$ cat src/rtl/ftz_pkg.sv
package ftz_pkg;

   typedef enum logic [2:0] {
      FOP_ADD  = 3'd0,
      FOP_SUB  = 3'd1,
      FOP_MUL  = 3'd2,
      FOP_DIV  = 3'd3,
      FOP_SQRT = 3'd4
   } fop_e;

   localparam int XB_NX = 0;
   localparam int XB_DZ = 1;
   localparam int XB_UF = 2;
   localparam int XB_OF = 3;
   localparam int XB_NV = 4;
   localparam int XC_W  = 5;

   localparam logic [7:0] TT_NONE  = 8'h00;
   localparam logic [7:0] TT_IEEE  = 8'h21;
   localparam logic [7:0] TT_UNFIN = 8'h22;

   localparam logic [2:0] FT_NONE  = 3'd0;
   localparam logic [2:0] FT_IEEE  = 3'd1;
   localparam logic [2:0] FT_UNFIN = 3'd2;

   typedef struct packed {
      logic zero;
      logic den;
      logic inf;
      logic nan;
   } fcls_t;

endpackage

$ cat src/rtl/ftz_classify.sv
module ftz_classify
   import ftz_pkg::*;
#(
   parameter int EXP_W  = 8,
   parameter int FRAC_W = 23,
   localparam int W     = 1 + EXP_W + FRAC_W
) (
   input  logic [W-1:0] word_i,
   output fcls_t        cls_o
);

   logic [EXP_W-1:0]  exp_f;
   logic [FRAC_W-1:0] frac_f;
   logic              exp_lo;
   logic              exp_hi;
   logic              frac_nz;

   assign exp_f   = word_i[W-2 -: EXP_W];
   assign frac_f  = word_i[FRAC_W-1:0];
   assign exp_lo  = (exp_f == '0);
   assign exp_hi  = (exp_f == '1);
   assign frac_nz = (frac_f != '0);

   always_comb begin
      cls_o.zero = exp_lo & ~frac_nz;
      cls_o.den  = exp_lo &  frac_nz;
      cls_o.inf  = exp_hi & ~frac_nz;
      cls_o.nan  = exp_hi &  frac_nz;
   end

endmodule

$ cat src/rtl/ftz_decide.sv
module ftz_decide
   import ftz_pkg::*;
(
   input  logic            mode_ns,
   input  logic [XC_W-1:0] trap_en,
   input  logic [2:0]      opcode,
   input  fcls_t           cls_a,
   input  fcls_t           cls_b,
   input  logic            res_den,
   input  logic            dz_det,
   input  logic            nv_det,
   output logic            flush_a,
   output logic            flush_b,
   output logic            flush_res,
   output logic [XC_W-1:0] cexc,
   output logic            trap,
   output logic [7:0]      tt,
   output logic [2:0]      ftt
);

   logic is_sqrt;
   logic is_div;
   logic a_finite_nz;
   logic b_finite_nz;
   logic in_flush;
   logic quiet_nx;
   logic unfin;
   logic ieee;

   assign is_sqrt     = (opcode == FOP_SQRT);
   assign is_div      = (opcode == FOP_DIV);
   assign a_finite_nz = ~(cls_a.zero | cls_a.inf | cls_a.nan);
   assign b_finite_nz = ~(cls_b.zero | cls_b.inf | cls_b.nan);

   always_comb begin
      if (is_sqrt) begin
         flush_a = mode_ns & cls_a.den;
         flush_b = 1'b0;
      end else begin
         flush_a = mode_ns & cls_a.den & a_finite_nz & b_finite_nz;
         flush_b = mode_ns & cls_b.den & a_finite_nz & b_finite_nz;
      end
   end

   assign in_flush  = flush_a | flush_b;
   assign quiet_nx  = (is_div & (dz_det | nv_det)) | (is_sqrt & nv_det);
   assign flush_res = mode_ns & res_den;

   always_comb begin
      cexc        = '0;
      cexc[XB_NV] = nv_det;
      cexc[XB_DZ] = dz_det;
      cexc[XB_UF] = flush_res & trap_en[XB_UF];
      cexc[XB_NX] = (in_flush & ~quiet_nx) | (flush_res & ~trap_en[XB_UF]);
   end

   assign unfin = ~mode_ns & (cls_a.den | (~is_sqrt & cls_b.den) | res_den);
   assign ieee  = |(cexc & trap_en);
   assign trap  = unfin | ieee;

   always_comb begin
      if (unfin) begin
         tt  = TT_UNFIN;
         ftt = FT_UNFIN;
      end else if (ieee) begin
         tt  = TT_IEEE;
         ftt = FT_IEEE;
      end else begin
         tt  = TT_NONE;
         ftt = FT_NONE;
      end
   end

endmodule

$ cat src/rtl/ftz_handler.sv
module ftz_handler
   import ftz_pkg::*;
#(
   parameter int EXP_W  = 8,
   parameter int FRAC_W = 23,
   localparam int W     = 1 + EXP_W + FRAC_W,
   localparam int N_SRC = 2
) (
   input  logic            clk,
   input  logic            rst_n,
   input  logic            in_valid,
   output logic            in_ready,
   input  logic            mode_ns,
   input  logic [XC_W-1:0] trap_en,
   input  logic [2:0]      opcode,
   input  logic [W-1:0]    op_a,
   input  logic [W-1:0]    op_b,
   input  logic [W-1:0]    res_in,
   input  logic            res_den,
   input  logic            dz_det,
   input  logic            nv_det,
   output logic            out_valid,
   input  logic            out_ready,
   output logic [W-1:0]    out_a,
   output logic [W-1:0]    out_b,
   output logic [W-1:0]    out_res,
   output logic [XC_W-1:0] cexc,
   output logic            trap_req,
   input  logic            trap_ack,
   output logic [7:0]      trap_type,
   output logic [2:0]      fault_type
);

   if (EXP_W < 2) begin : g_bad_exp
      $error("ftz_handler: EXP_W must be at least 2");
   end
   if (FRAC_W < 1) begin : g_bad_frac
      $error("ftz_handler: FRAC_W must be at least 1");
   end

   logic [N_SRC-1:0][W-1:0] src_w;
   fcls_t [N_SRC-1:0]       src_c;
   logic [N_SRC-1:0]        src_flush;
   logic [N_SRC-1:0][W-1:0] src_adj;

   assign src_w[0] = op_a;
   assign src_w[1] = op_b;

   for (genvar g = 0; g < N_SRC; g++) begin : g_src
      ftz_classify #(.EXP_W(EXP_W), .FRAC_W(FRAC_W)) i_cls (
         .word_i (src_w[g]),
         .cls_o  (src_c[g])
      );
      assign src_adj[g] = src_flush[g] ? {src_w[g][W-1], {(W-1){1'b0}}} : src_w[g];
   end

   logic            flush_res;
   logic [XC_W-1:0] cexc_d;
   logic            trap_d;
   logic [7:0]      tt_d;
   logic [2:0]      ftt_d;
   logic [W-1:0]    res_adj;

   ftz_decide i_decide (
      .mode_ns   (mode_ns),
      .trap_en   (trap_en),
      .opcode    (opcode),
      .cls_a     (src_c[0]),
      .cls_b     (src_c[1]),
      .res_den   (res_den),
      .dz_det    (dz_det),
      .nv_det    (nv_det),
      .flush_a   (src_flush[0]),
      .flush_b   (src_flush[1]),
      .flush_res (flush_res),
      .cexc      (cexc_d),
      .trap      (trap_d),
      .tt        (tt_d),
      .ftt       (ftt_d)
   );

   assign res_adj = flush_res ? {res_in[W-1], {(W-1){1'b0}}} : res_in;

   logic in_fire;
   assign in_ready = (~out_valid | out_ready) & ~trap_req;
   assign in_fire  = in_valid & in_ready;

   always_ff @(posedge clk or negedge rst_n) begin
      if (!rst_n) begin
         out_valid  <= 1'b0;
         out_a      <= '0;
         out_b      <= '0;
         out_res    <= '0;
         cexc       <= '0;
         trap_type  <= TT_NONE;
         fault_type <= FT_NONE;
      end else if (in_fire) begin
         out_valid  <= 1'b1;
         out_a      <= src_adj[0];
         out_b      <= src_adj[1];
         out_res    <= res_adj;
         cexc       <= cexc_d;
         trap_type  <= tt_d;
         fault_type <= ftt_d;
      end else if (out_ready) begin
         out_valid  <= 1'b0;
      end
   end

   always_ff @(posedge clk or negedge rst_n) begin
      if (!rst_n)          trap_req <= 1'b0;
      else if (in_fire)    trap_req <= trap_d;
      else if (trap_ack)   trap_req <= 1'b0;
   end

   // a pending trap is held until acknowledged
   p_trap_hold_r9: assert property (@(posedge clk) disable iff (!rst_n)
      (trap_req && !trap_ack) |=> trap_req);

   // nothing is taken while a trap is pending
   p_trap_stall_r9: assert property (@(posedge clk) disable iff (!rst_n)
      trap_req |-> !in_ready);

   // a stalled output keeps its contents
   p_out_hold_r10: assert property (@(posedge clk) disable iff (!rst_n)
      (out_valid && !out_ready && !trap_ack) |=> (out_valid && $stable(out_res) && $stable(cexc)));

   // flush mode never yields the unfinished fault type
   p_ns_no_unfin_r7: assert property (@(posedge clk) disable iff (!rst_n)
      (in_fire && mode_ns) |=> (fault_type != FT_UNFIN));

   // flush mode never emits a subnormal result
   p_ns_res_zero_r6: assert property (@(posedge clk) disable iff (!rst_n)
      (in_fire && mode_ns && res_den) |=> (out_res[W-2:0] == '0));

   // overflow is never reported
   p_no_of_r8: assert property (@(posedge clk) disable iff (!rst_n)
      out_valid |-> !cexc[XB_OF]);

endmodule

$ cat config.mk
export PLATFORM = sky130hd
export DESIGN_NAME = ftz_handler
export DESIGN_NICKNAME = d
export VERILOG_FILES = /design/src/rtl/ftz_pkg.sv /design/src/rtl/ftz_classify.sv /design/src/rtl/ftz_decide.sv /design/src/rtl/ftz_handler.sv
export SDC_FILE = /design/constraint.sdc
export NUM_CORES = 1
export LEC_CHECK = 0
export ABC_AREA = 1
export BUFFER_PORTS_ARGS = -buffer_cell sky130_fd_sc_hd__buf_2
export CORE_ASPECT_RATIO = 1.75
export CORE_MARGIN = 2
export CORE_UTILIZATION = 54
export CTS_CLUSTER_SIZE = 28
export DETAILED_ROUTE_END_ITERATION = 6
export HOLD_SLACK_MARGIN = 0.02
export PLACE_DENSITY = 0.87
export SLEW_MARGIN = 10
export SYNTH_ARGS = -nofsm -noshare
export SYNTH_HDL_FRONTEND = slang
export SYNTH_HIERARCHICAL = 1
export SYNTH_SLANG_ARGS = --single-unit
$ cat constraint.sdc
create_clock -name clk -period 1.6 [get_ports clk]
set_input_delay 0.08 -clock clk [delete_from_list [all_inputs] [get_ports clk]]
set_output_delay 0.08 -clock clk [all_outputs]
set_load 0.02 [all_outputs]
==> results.yml, run 1 <==
cells_and_area:
  n_antenna_cell: 0
  finish.instance_area_um2: 8850
  final_cell_mix: "nand2_1 (255), buf_2 (223), nor2_1 (125), nand4_1 (117), dfrtp_1 (114)"
  instances_no_fill: 1280
  area_growth_pct: 45.8
  drive_gt1_frac: 0.293
  fillerInstances: 680
  layout.area.seq_um2: 2850
  multiInputGateArea_um2: 2470
  finalNetCount: 1249
  layout_commonest_cell: "nand2_1"
worst_setup_path:
  path_class: "in -> reg"
  worst_path_dominant_cell_family: "simple AND/OR/NAND/NOR gates"
  crit_chain: "buf_2 -> nor2_1 -> nand2_1 -> nor2_2 -> nand3_2 -> nand2_1 -> inv_1 -> nor2_2 -> nand3_2 -> nor3b_2 -> buf_12 -> nor2_1 -> nand4_1 -> nand2_1"
  cp_slowest_cell: "nor3b_2"
  slowest_delay_ns: 0.26
  cp-start-kind: "input port"
  path_max_fanout: 31
  cp_data_arrival_time_ns: 1.77
  worst_path_most_repeated_cell: "nand2_1"
  end_kind: "register"
  cp_num_buf_inv: 3
  cp.required_ns: 1.90
timing:
  slew_violations: 0
  finalCritPeriodShare: 0.915
  min_period_ns: 1.46
  rsz0062_at_grt: "yes"
  hold_viol: 0
  setup_viol: 0
  fin_worst_skew_ns: 0.00608
  max_freq_mhz: 683
  finalSetupTns_ns: 0
placed_design:
  gp_congestion: 0.849
  port_buffers: 226
  placed_cell_area_um2: 7440
  dp_hpwl_um: 11500
  placedCellCount: 1171
synthesis:
  netlist_instances: 834
  synth_area_leaders: "dfrtp_1 (47%), nand2_1 (16%), nand4_1 (12%)"
  synth.avg_cell_area_um2: 7.28
  synth_warnings: 6
  yosysUniqueCellTypes: 26
  synth.cell_area_um2: 6070
  ys_ff_latch: 114
  seq_area_frac_synth: 0.470
  synth_top_cell_area_share: 0.470
  yosys.area.top_type: "dfrtp_1"
clock_network:
  cts_root_buffer: "clkbuf_16"
  clk_pin_slew_ns: 0.06
  htree_levels: 4
  clockBufferDepth: 2
  cts_sinks: 114
  clock_latency_ns: 0.42
  cts-buffers-inserted: 17
  tritoncts: "yes"
grt:
  grt_overflow: 0
  antenna_found_initial: 0
  grt_first_pass_wirelength_um: 33200
  grt_max_degree: 85
  grt_usage: 0.342
  grt_pass1_vias: 6913
route:
  drc_errors: 0
  drt_iter0_markers: 583
  post_drt_wl_per_cell_um: 16.4
  num_vias: 7107
  highest_layer: "met4"
  route.met3.wl_um: 1780
  met1_length_um: 7400
  wl_met2_um: 10800
  wl_um: 21000
  via_per_inst: 5.55
  ant_nets: 0
  dr.pass1.iters: 6
die:
  initial_core_util: 0.550
  num_rows: 51
  num_io_pins: 228
  die_w_um: 84.2
  dieArea_um2: 12100
  die_y_um: 144
  coreArea_um2: 11000
power_and_ir_drop:
  p_clk_frac: 0.319
  switchingPower_mw: 4.56
  swShare: 0.376
  power_mw: 12.1
  p_per_area_nw_per_um2: 1370
  ir_drop_mv: 1.09
  p_comb_frac: 0.336
  power_leakage_nw: 5.23
  seqPwrFrac: 0.345
  internal_power_mw: 7.58
job:
  cap_viol_max_count: 0
run_status:
  outcome: "completed"
min_path:
  hold_class: "in -> reg"
[tightest hold or removal path, stage by stage]
cell     delay, ns
buf_2         0.10
nand2_2       0.07
a21oi_2       0.06
nand4_1       0.08
nand2_1       0.05
[per-layer routing]
metal / up-vias / GRT usage
li1: 3206 / -
met1: 3327 / 0.409
met2: 475 / 0.573
met3: 99 / 0.0719
met4: 0 / 0.188
met5: - / 0
[kinds of logic (layout without fill, tap and decap cells)]
logic type             after synthesis  count (layout)  share of synthesized area
and+or+nand+nor                    532             532                      0.389
AOI/OAI and AO/OA                    5               5                    0.00536
other                                1               7                   0.000618
buffers and inverters              182             490                      0.136
DFF                                114             114                      0.470
[final timing paths]
kind | from | to | slack (ns) | cells after the start
setup / recovery | op_b[21] | out_b[9]$_DFFE_PN0P_ | 0.14 | 14
max in group asynchronous | rst_n | out_b[9]$_DFFE_PN0P_ | 1.06 | 3
hold / removal | trap_en[0] | fault_type[0]$_DFFE_PN0P_ | 0.06 | 5
hold reg to reg | trap_type[7]$_DFFE_PN0P_ | trap_type[7]$_DFFE_PN0P_ | 0.47 | 2
min in group asynchronous | rst_n | trap_type[3]$_DFFE_PN0P_ | 0.21 | 3
setup reg to reg | trap_req$_DFFE_PN0P_ | out_res[4]$_DFFE_PN0P_ | 0.22 | 5
[sequential cells by signal, indices dropped and copies added, names as in the netlist]
register	cells
out_b	32
trap_req	1
out_valid	1
cexc	5
trap_type	8
out_res	32
fault_type	3
out_a	32
[power groups by stage]
| stage | sequential [mW] | combinational, mW | clock [mW] |
|---|---|---|---|
| 2_1_floorplan | 5.17 | 1.33 | 0 |
| 3_3_place_gp | 4.17 | 3.73 | 0 |
| 3_5_place_dp | 4.17 | 3.82 | 0 |
| 4_1_cts | 4.15 | 3.97 | 3.88 |
| 5_1_grt | 4.26 | 4.39 | 4.02 |
| 6_report | 4.19 | 4.08 | 3.87 |
[repair_timing]
action	in CTS	in global routing
endpoints found under the hold margin	189	0
hold buffers	76	0
endpoints found under the setup margin	0	54
buffers inserted	0	2
gates resized for setup	0	15
[stage by stage]
stage	worst slack, ns	utilization	hold slack (ns)
finish	0.136	0.802	0.0562
global route	-0.0423	0.802	0.0848
CTS	0.158	0.797	0.0520
detailed placement	-0.253	0.674	0.116
global placement	-0.190	0.674	0.109
floorplan	-0.0619	-	-0.216
[synthesized netlist by cell type]
cell,number
nand2_1,257
nor2_1,135
nand4_1,117
dfrtp_1,114
inv_1,107
buf_2,24
clkbuf_1,21
buf_4,16
buf_6,6
nor2_2,6
buf_1,4
nand2_2,4
inv_2,3
nand3_1,3
nand3_2,3
nor3_1,3
a21oi_1,2
a21oi_2,1
a221oi_1,1
clkinv_4,1
conb_1,1
nand2_4,1
nand3b_1,1
nor3b_1,1
o21ai_1,1
or2_2,1
[cell type report]
cell class	count	share of cell area
well taps	132	0.0187
flip-flops and latches	114	0.322
clock buffers	21	0.0520
clock inverters	10	0.0151
multi-input cells	544	0.279
repair buffers	348	0.265
inverters	111	0.0478
No activity file was read; power rests on OpenSTA's default activity.
==> inputs of run 2 (changes only) <==
--- a/config.mk
+++ b/config.mk
@@ -12,6 +12,7 @@
 export CORE_UTILIZATION = 54
 export CTS_CLUSTER_SIZE = 28
 export DETAILED_ROUTE_END_ITERATION = 6
+export GPL_TIMING_DRIVEN = 1
 export HOLD_SLACK_MARGIN = 0.02
 export PLACE_DENSITY = 0.87
 export SLEW_MARGIN = 10
==> constraint.sdc (replaced) <==
create_clock -name clk -period 1.6 [get_ports clk]
set_input_delay 0.4 -clock clk [delete_from_list [all_inputs] [get_ports clk]]
set_output_delay 0.4 -clock clk [all_outputs]
set_load 0.02 [all_outputs]
==> run 2 against run 1 <==
- the flow now finishes with violations (setup timing)
- maximum frequency decreased by 20%
- register-to-register slack lost 0.08 ns
- clock skew grew 0.0043 ns
- flip-flop and latch count did not move
- wire length fell by 3.0%
- non-clock buffer count down 67
- sequential power shrank 1%
- sequential share of layout area increased by 0.19 points
- first-iteration DRC count is 7.9% lower
- utilization is 0.43 points lower
- die area did not move
==> results.yml, run 2 (synthesized netlist as in run 1, its figures left out) <==
run_status:
  outcome: "finished, violations left"
  violations: "setup timing"
die:
  num_io_pins: 228
  initial_core_util: 0.550
  die_y_um: 144
  coreArea_um2: 11000
  dieArea_um2: 12100
  num_rows: 51
  die_w_um: 84.2
power_and_ir_drop:
  switchingPower_mw: 4.48
  p_clk_frac: 0.335
  power_leakage_nw: 5.08
  ir_drop_mv: 1.01
  swShare: 0.363
  p_per_area_nw_per_um2: 1400
  internal_power_mw: 7.87
  p_comb_frac: 0.329
  seqPwrFrac: 0.336
placed_design:
  gp_congestion: 0.850
  port_buffers: 226
  dp_slack_ns: -0.555
  dp_hpwl_um: 11600
timing:
  finalCritPeriodShare: 1.14
  max_freq_mhz: 546
  hold_viol: 0
  setup_slack_ns: -0.231
  fin_worst_skew_ns: 0.0104
  hold_slack_ns: 0.238
  slew_headroom: 0.640
  finalSetupTns_ns: -10.0
  slew_violations: 0
  rsz0062_at_grt: "yes"
  worstMarginPinSlew_ns: 0.540
  setup_viol: 66
  min_period_ns: 1.83
grt:
  grt_pass1_vias: 6053
  grt_usage: 0.298
  grt_first_pass_wirelength_um: 28900
  grt_overflow: 0
  antenna_found_initial: 2
  grt_max_degree: 115
clock_network:
  clock_latency_ns: 0.41
  clk_pin_slew_ns: 0.05
  cts-buffers-inserted: 17
  cts_sinks: 114
  tritoncts: "yes"
  htree_levels: 4
  cts_root_buffer: "clkbuf_16"
  clockBufferDepth: 2
route:
  dr.pass1.iters: 6
  ant_nets: 0
  drt_iter0_markers: 537
  via_per_inst: 5.53
  num_vias: 6715
  post_drt_wl_per_cell_um: 16.8
  drc_errors: 0
  wl_um: 20400
min_path:
  hold_path.startpoint: "trap_ack"
  hold_class: "in -> reg"
worst_setup_path:
  end_kind: "register"
  cp.required_ns: 1.88
  path_max_fanout: 8
  path_class: "in -> reg"
  cp_data_arrival_time_ns: 2.12
  reg2reg_from: "out_valid$_DFFE_PN0P_"
  cp-start-kind: "input port"
  crit_start: "op_b[16]"
cells_and_area:
  reg_top3: "out_a: 32 flops, out_b: 32 flops, out_res: 32 flops"
  final_cell_mix: "nand2_1 (251), buf_2 (196), nand4_1 (117), dfrtp_1 (113), inv_1 (104)"
  finalNetCount: 1182
  layout.area.seq_um2: 2850
  utilization: 0.798
  area_growth_pct: 45.1
  layout_commonest_cell: "nand2_1"
  drive_gt1_frac: 0.368
  multiInputGateArea_um2: 2740
  fillerInstances: 729
job:
  cap_viol_max_count: 0
run 2: cell count changes in the layout (fill, tap and decap cells not counted), sizes merged:
cell	delta
clkinv	-1
diode	+2
clkbuf	+4
buf	+4
bufinv	+2
dlygate4sd3	-75
clkinvlp	-1
run 2: power by group through the flow:
stage	combinational, mW	clock (mW)	sequential [mW]
final	4.06	4.14	4.15
after CTS	3.94	4.18	4.13
after floorplan	1.34	0	5.17
after global placement	3.80	0	4.15
after global routing	4.35	4.30	4.23
after detailed placement	3.89	0	4.15
run 2: critical path, cell delays in order:
cell and delay, ns:
buf_6 0.10, nor2_1 0.10, nand2_1 0.11, nor2_4 0.13
nand3_4 0.13, nand2_2 0.10, inv_2 0.04, nor2_2 0.10
nand3_2 0.11, nor3b_4 0.25, buf_12 0.17, buf_12 0.17
nor2_1 0.05, nand4_1 0.07, nand2_1 0.08
run 2: cell type report:
type                    count  share of cell area
flip-flops and latches    114               0.324
multi-input cells         544               0.311
repair buffers            281               0.223
clock buffers              21              0.0523
inverters                 111              0.0489
clock inverters            10              0.0206
well taps                 132              0.0188
diodes                      2            0.000568
run 2: repair_timing:
item                                    CTS  global route
pin swaps                                16            74
gates cloned                              0             6
endpoints found under the setup margin   67            70
resized for setup                        24           101
hold endpoints to repair                 22             0
hold buffers                              1             0
setup buffers                             0             4
run 2: final timing paths:
path | end | slack, ns | cells past startpoint
worst max-delay path | out_b[21]$_DFFE_PN0P_ | -0.23 | 15
worst max register to register | out_b[31]$_DFFE_PN0P_ | 0.14 | 4
max in group asynchronous | out_a[5]$_DFFE_PN0P_ | 0.62 | 3
min in group asynchronous | out_res[5]$_DFFE_PN0P_ | 0.47 | 2
worst min register to register | out_b[18]$_DFFE_PN0P_ | 0.46 | 2
worst min-delay path | trap_req$_DFFE_PN0P_ | 0.24 | 3
run 2: metal layers:
layer / part of all wire / vias up / GRT usage
met4: 0.052 / 0 / 0.149
li1: - / 3075 / -
met3: 0.077 / 93 / 0.0599
met1: 0.36 / 3138 / 0.355
met5: 0 / - / 0
met2: 0.51 / 409 / 0.509
run 2: through the flow:
step | std cells | instance area, um^2 | power, mW
after floorplan | 840 | 6170 | 6.51
after global placement | 1171 | 7530 | 7.95
after detailed placement | 1171 | 7530 | 8.03
after CTS | 1203 | 8290 | 12.3
after global routing | 1214 | 8800 | 12.9
final | 1215 | 8810 | 12.3
==> inputs of run 3 (changes only) <==
--- a/config.mk
+++ b/config.mk
@@ -5,16 +5,14 @@
 export SDC_FILE = /design/constraint.sdc
 export NUM_CORES = 1
 export LEC_CHECK = 0
-export ABC_AREA = 1
 export BUFFER_PORTS_ARGS = -buffer_cell sky130_fd_sc_hd__buf_2
 export CORE_ASPECT_RATIO = 1.75
 export CORE_MARGIN = 2
-export CORE_UTILIZATION = 54
-export CTS_CLUSTER_SIZE = 28
+export CORE_UTILIZATION = 52
 export DETAILED_ROUTE_END_ITERATION = 6
 export GPL_TIMING_DRIVEN = 1
 export HOLD_SLACK_MARGIN = 0.02
-export PLACE_DENSITY = 0.87
+export PLACE_DENSITY = 0.86
 export SLEW_MARGIN = 10
 export SYNTH_ARGS = -nofsm -noshare
 export SYNTH_HDL_FRONTEND = slang
==> run 3 against run 2 <==
- the flow still finishes with violations (setup timing)
- utilization rose by 5.4 points
- sequential share of layout area increased by 0.31 points
- hold slack lost 0.011 ns
- clock-buffer cell count is the same
- global-route usage shrank 0.80 points
- wire length decreased by 10%
- synthesized cell count fell by 49%
- critical path depth shrank 5
- design area shrank 0.94%
- critical path type unchanged
==> results.yml, run 3 <==
synthesis:
  yosys.area.top_type: "dfrtp_1"
  synth_fa_ha_area_frac: 0
  synth_area_leaders: "dfrtp_1 (52%), mux2_1 (12%), mux2_2 (11%)"
  yosysUniqueCellTypes: 37
  ys_ff_latch: 114
  ys.flop_type: "dfrtp_1"
  synth_warnings: 6
  synth.cell_area_um2: 5450
  netlist_instances: 427
  synth-edff-count: 0
  synth_top_cell_area_share: 0.524
  async_flop_share: 1.00
  synth.avg_cell_area_um2: 12.8
  synth-xor-area-share: 0
  seq_area_frac_synth: 0.524
  yosysMostFrequentCell: "dfrtp_1"
  synth_simple_gate_area_frac: 0.182
  synth_compound_area_frac: 0.0175
  synth.area.mux_share: 0.231
  synth_top_cells_by_count: "dfrtp_1 (114), nor2b_1 (94), mux2_1 (58)"
  synth_top_family_by_area: "multiplexers"
route:
  drc_errors: 0
  post_drt_wl_per_cell_um: 21.8
  wl_um: 18300
  drt_iter0_markers: 207
  ant_nets: 0
  dr.pass1.iters: 6
  via_per_inst: 5.60
  num_vias: 4697
timing:
  setup_slack_ns: -0.633
  min_period_ns: 2.23
  max_freq_mhz: 448
  finalCritPeriodShare: 1.40
  hold_slack_ns: 0.227
  slew_violations: 0
  setup_viol: 87
  rsz0062_at_grt: "yes"
  fin_worst_skew_ns: 0.00656
  finalSetupTns_ns: -38.52
  hold_viol: 0
clock_network:
  cts-buffers-inserted: 17
  cts_sinks: 114
  cts_root_buffer: "clkbuf_16"
  clock_latency_ns: 0.41
  htree_levels: 4
  clk_pin_slew_ns: 0.06
  tritoncts: "yes"
  clockBufferDepth: 2
worst_setup_path:
  reg2reg_from: "out_valid$_DFFE_PN0P_"
  crit_start: "op_b[16]"
  crit_chain: "buf_6 -> nor4_4 -> and4_1 -> a21oi_2 -> nor4_4 -> a22oi_2 -> and2b_4 -> clkbuf_16 -> nor2b_1 -> mux2_4"
  cp_data_arrival_time_ns: 2.53
  end_kind: "register"
  rr_worst_depth: 6
  cp-start-kind: "input port"
  worstReg2RegEnd: "out_b[22]$_DFFE_PN0P_"
  rrSetupSlack_ns: -0.10
  cp_slowest_cell: "nor4_4"
  slowest_delay_ns: 0.34
  worst_path_most_repeated_cell: "nor4_4"
  path_max_fanout: 15
  cp.required_ns: 1.89
  path_class: "in -> reg"
grt:
  grt_first_pass_wirelength_um: 24500
  grt_max_degree: 67
  grt_pass1_vias: 4803
  grt_usage: 0.290
  antenna_found_initial: 4
  grt_overflow: 0
power_and_ir_drop:
  p_per_area_nw_per_um2: 1470
  switchingPower_mw: 4.30
  internal_power_mw: 8.48
  p_comb_frac: 0.376
  swShare: 0.337
  p_clk_frac: 0.287
  seqPwrFrac: 0.337
  ir_drop_mv: 1.10
  power_leakage_nw: 4.36
die:
  coreArea_um2: 10200
  num_io_pins: 228
  die_w_um: 81.4
  num_rows: 49
  die_y_um: 139
  dieArea_um2: 11300
  initial_core_util: 0.532
cells_and_area:
  reg_top3: "out_a: 32 flops, out_b: 32 flops, out_res: 32 flops"
  final_cell_mix: "buf_2 (215), dfrtp_1 (113), mux2_4 (111), nor2b_1 (67), buf_4 (24)"
  area_growth_pct: 60.1
  fillerInstances: 467
  drive_gt1_frac: 0.682
  layout_commonest_cell: "buf_2"
  instances_no_fill: 839
  finalNetCount: 809
min_path:
  hold_depth: 2
  hold_path.startpoint: "op_a[31]"
  hold_class: "in -> reg"
  hold_end: "out_a[31]$_DFFE_PN0P_"
placed_design:
  dp_hpwl_um: 11000
  placedCellCount: 788
  gp_congestion: 0.808
  port_buffers: 226
run_status:
  violations: "setup timing"
  outcome: "finished, violations left"
job:
  cap_viol_max_count: 0
[run 3: power groups by stage]
stage / clock, mW / combinational [mW] / sequential (mW)
after global placement: 0 / 3.82 / 4.20
after CTS: 3.68 / 4.43 / 4.25
after global routing: 3.84 / 5.01 / 4.39
after floorplan: 0 / 1.27 / 5.31
final: 3.67 / 4.80 / 4.31
after detailed placement: 0 / 3.93 / 4.25
[run 3: metal layers]
layer	track usage	wire length, um	up-vias
met5	0	0	-
met4	0.163	1120	0
met3	0.0661	1020	85
met2	0.517	9900	257
met1	0.299	6240	2345
li1	-	-	2010
[run 3: area by class of cell]
type	instances	area (um^2)	share of cell area
Inverter	3	11.3	0.00129
Timing Repair Buffer	278	1940	0.222
Tap cell	127	159	0.0182
Clock buffer	21	460	0.0528
Sequential cell	114	2850	0.327
Antenna cell	4	10.0	0.00115
Multi-Input combinational cell	282	3180	0.365
Clock inverter	10	110	0.0126
[run 3: repair_timing]
item	in CTS	in global routing
hold endpoints to repair	18	0
resized for setup	76	111
setup endpoints to repair	92	114
pin swaps	9	6
buffers inserted	6	3
hold buffers	1	0
cloned	4	4
[run 3: worst max path at each step]
stage                            endpoint  cells after the start
floorplan           out_b[10]$_DFFE_PN0P_                      9
global placement     out_a[1]$_DFFE_PN0P_                     11
detailed placement   out_b[2]$_DFFE_PN0P_                     11
CTS                 out_b[11]$_DFFE_PN0P_                     10
global route        out_b[20]$_DFFE_PN0P_                     11
finish              out_a[19]$_DFFE_PN0P_                     10
[run 3: cells by family (layout without fill, tap and decap cells)]
logic type / after synthesis / count (layout)
DFF: 114 / 114
other: 1 / 11
AOI/OAI and AO/OA: 13 / 13
muxes: 112 / 112
buffers and inverters: 37 / 312
and+or+nand+nor: 150 / 150
[run 3: metrics by stage]
step	worst slack (ns)	instance area, um^2	util	power (mW)
3_3_place_gp	-0.949	7140	0.697	8.02
4_1_cts	-0.440	8150	0.796	12.4
6_report	-0.633	8720	0.852	12.8
3_5_place_dp	-1.01	7140	0.697	8.19
2_1_floorplan	-0.584	5710	-	6.58
5_1_grt	-0.645	8720	0.852	13.2
[run 3: worst max-delay path: cells and delay by family]
family	cells	cell delay, ns
compound gates	2	0.19
buf+inv	2	0.30
simple gates	5	1.36
mux	1	0.27
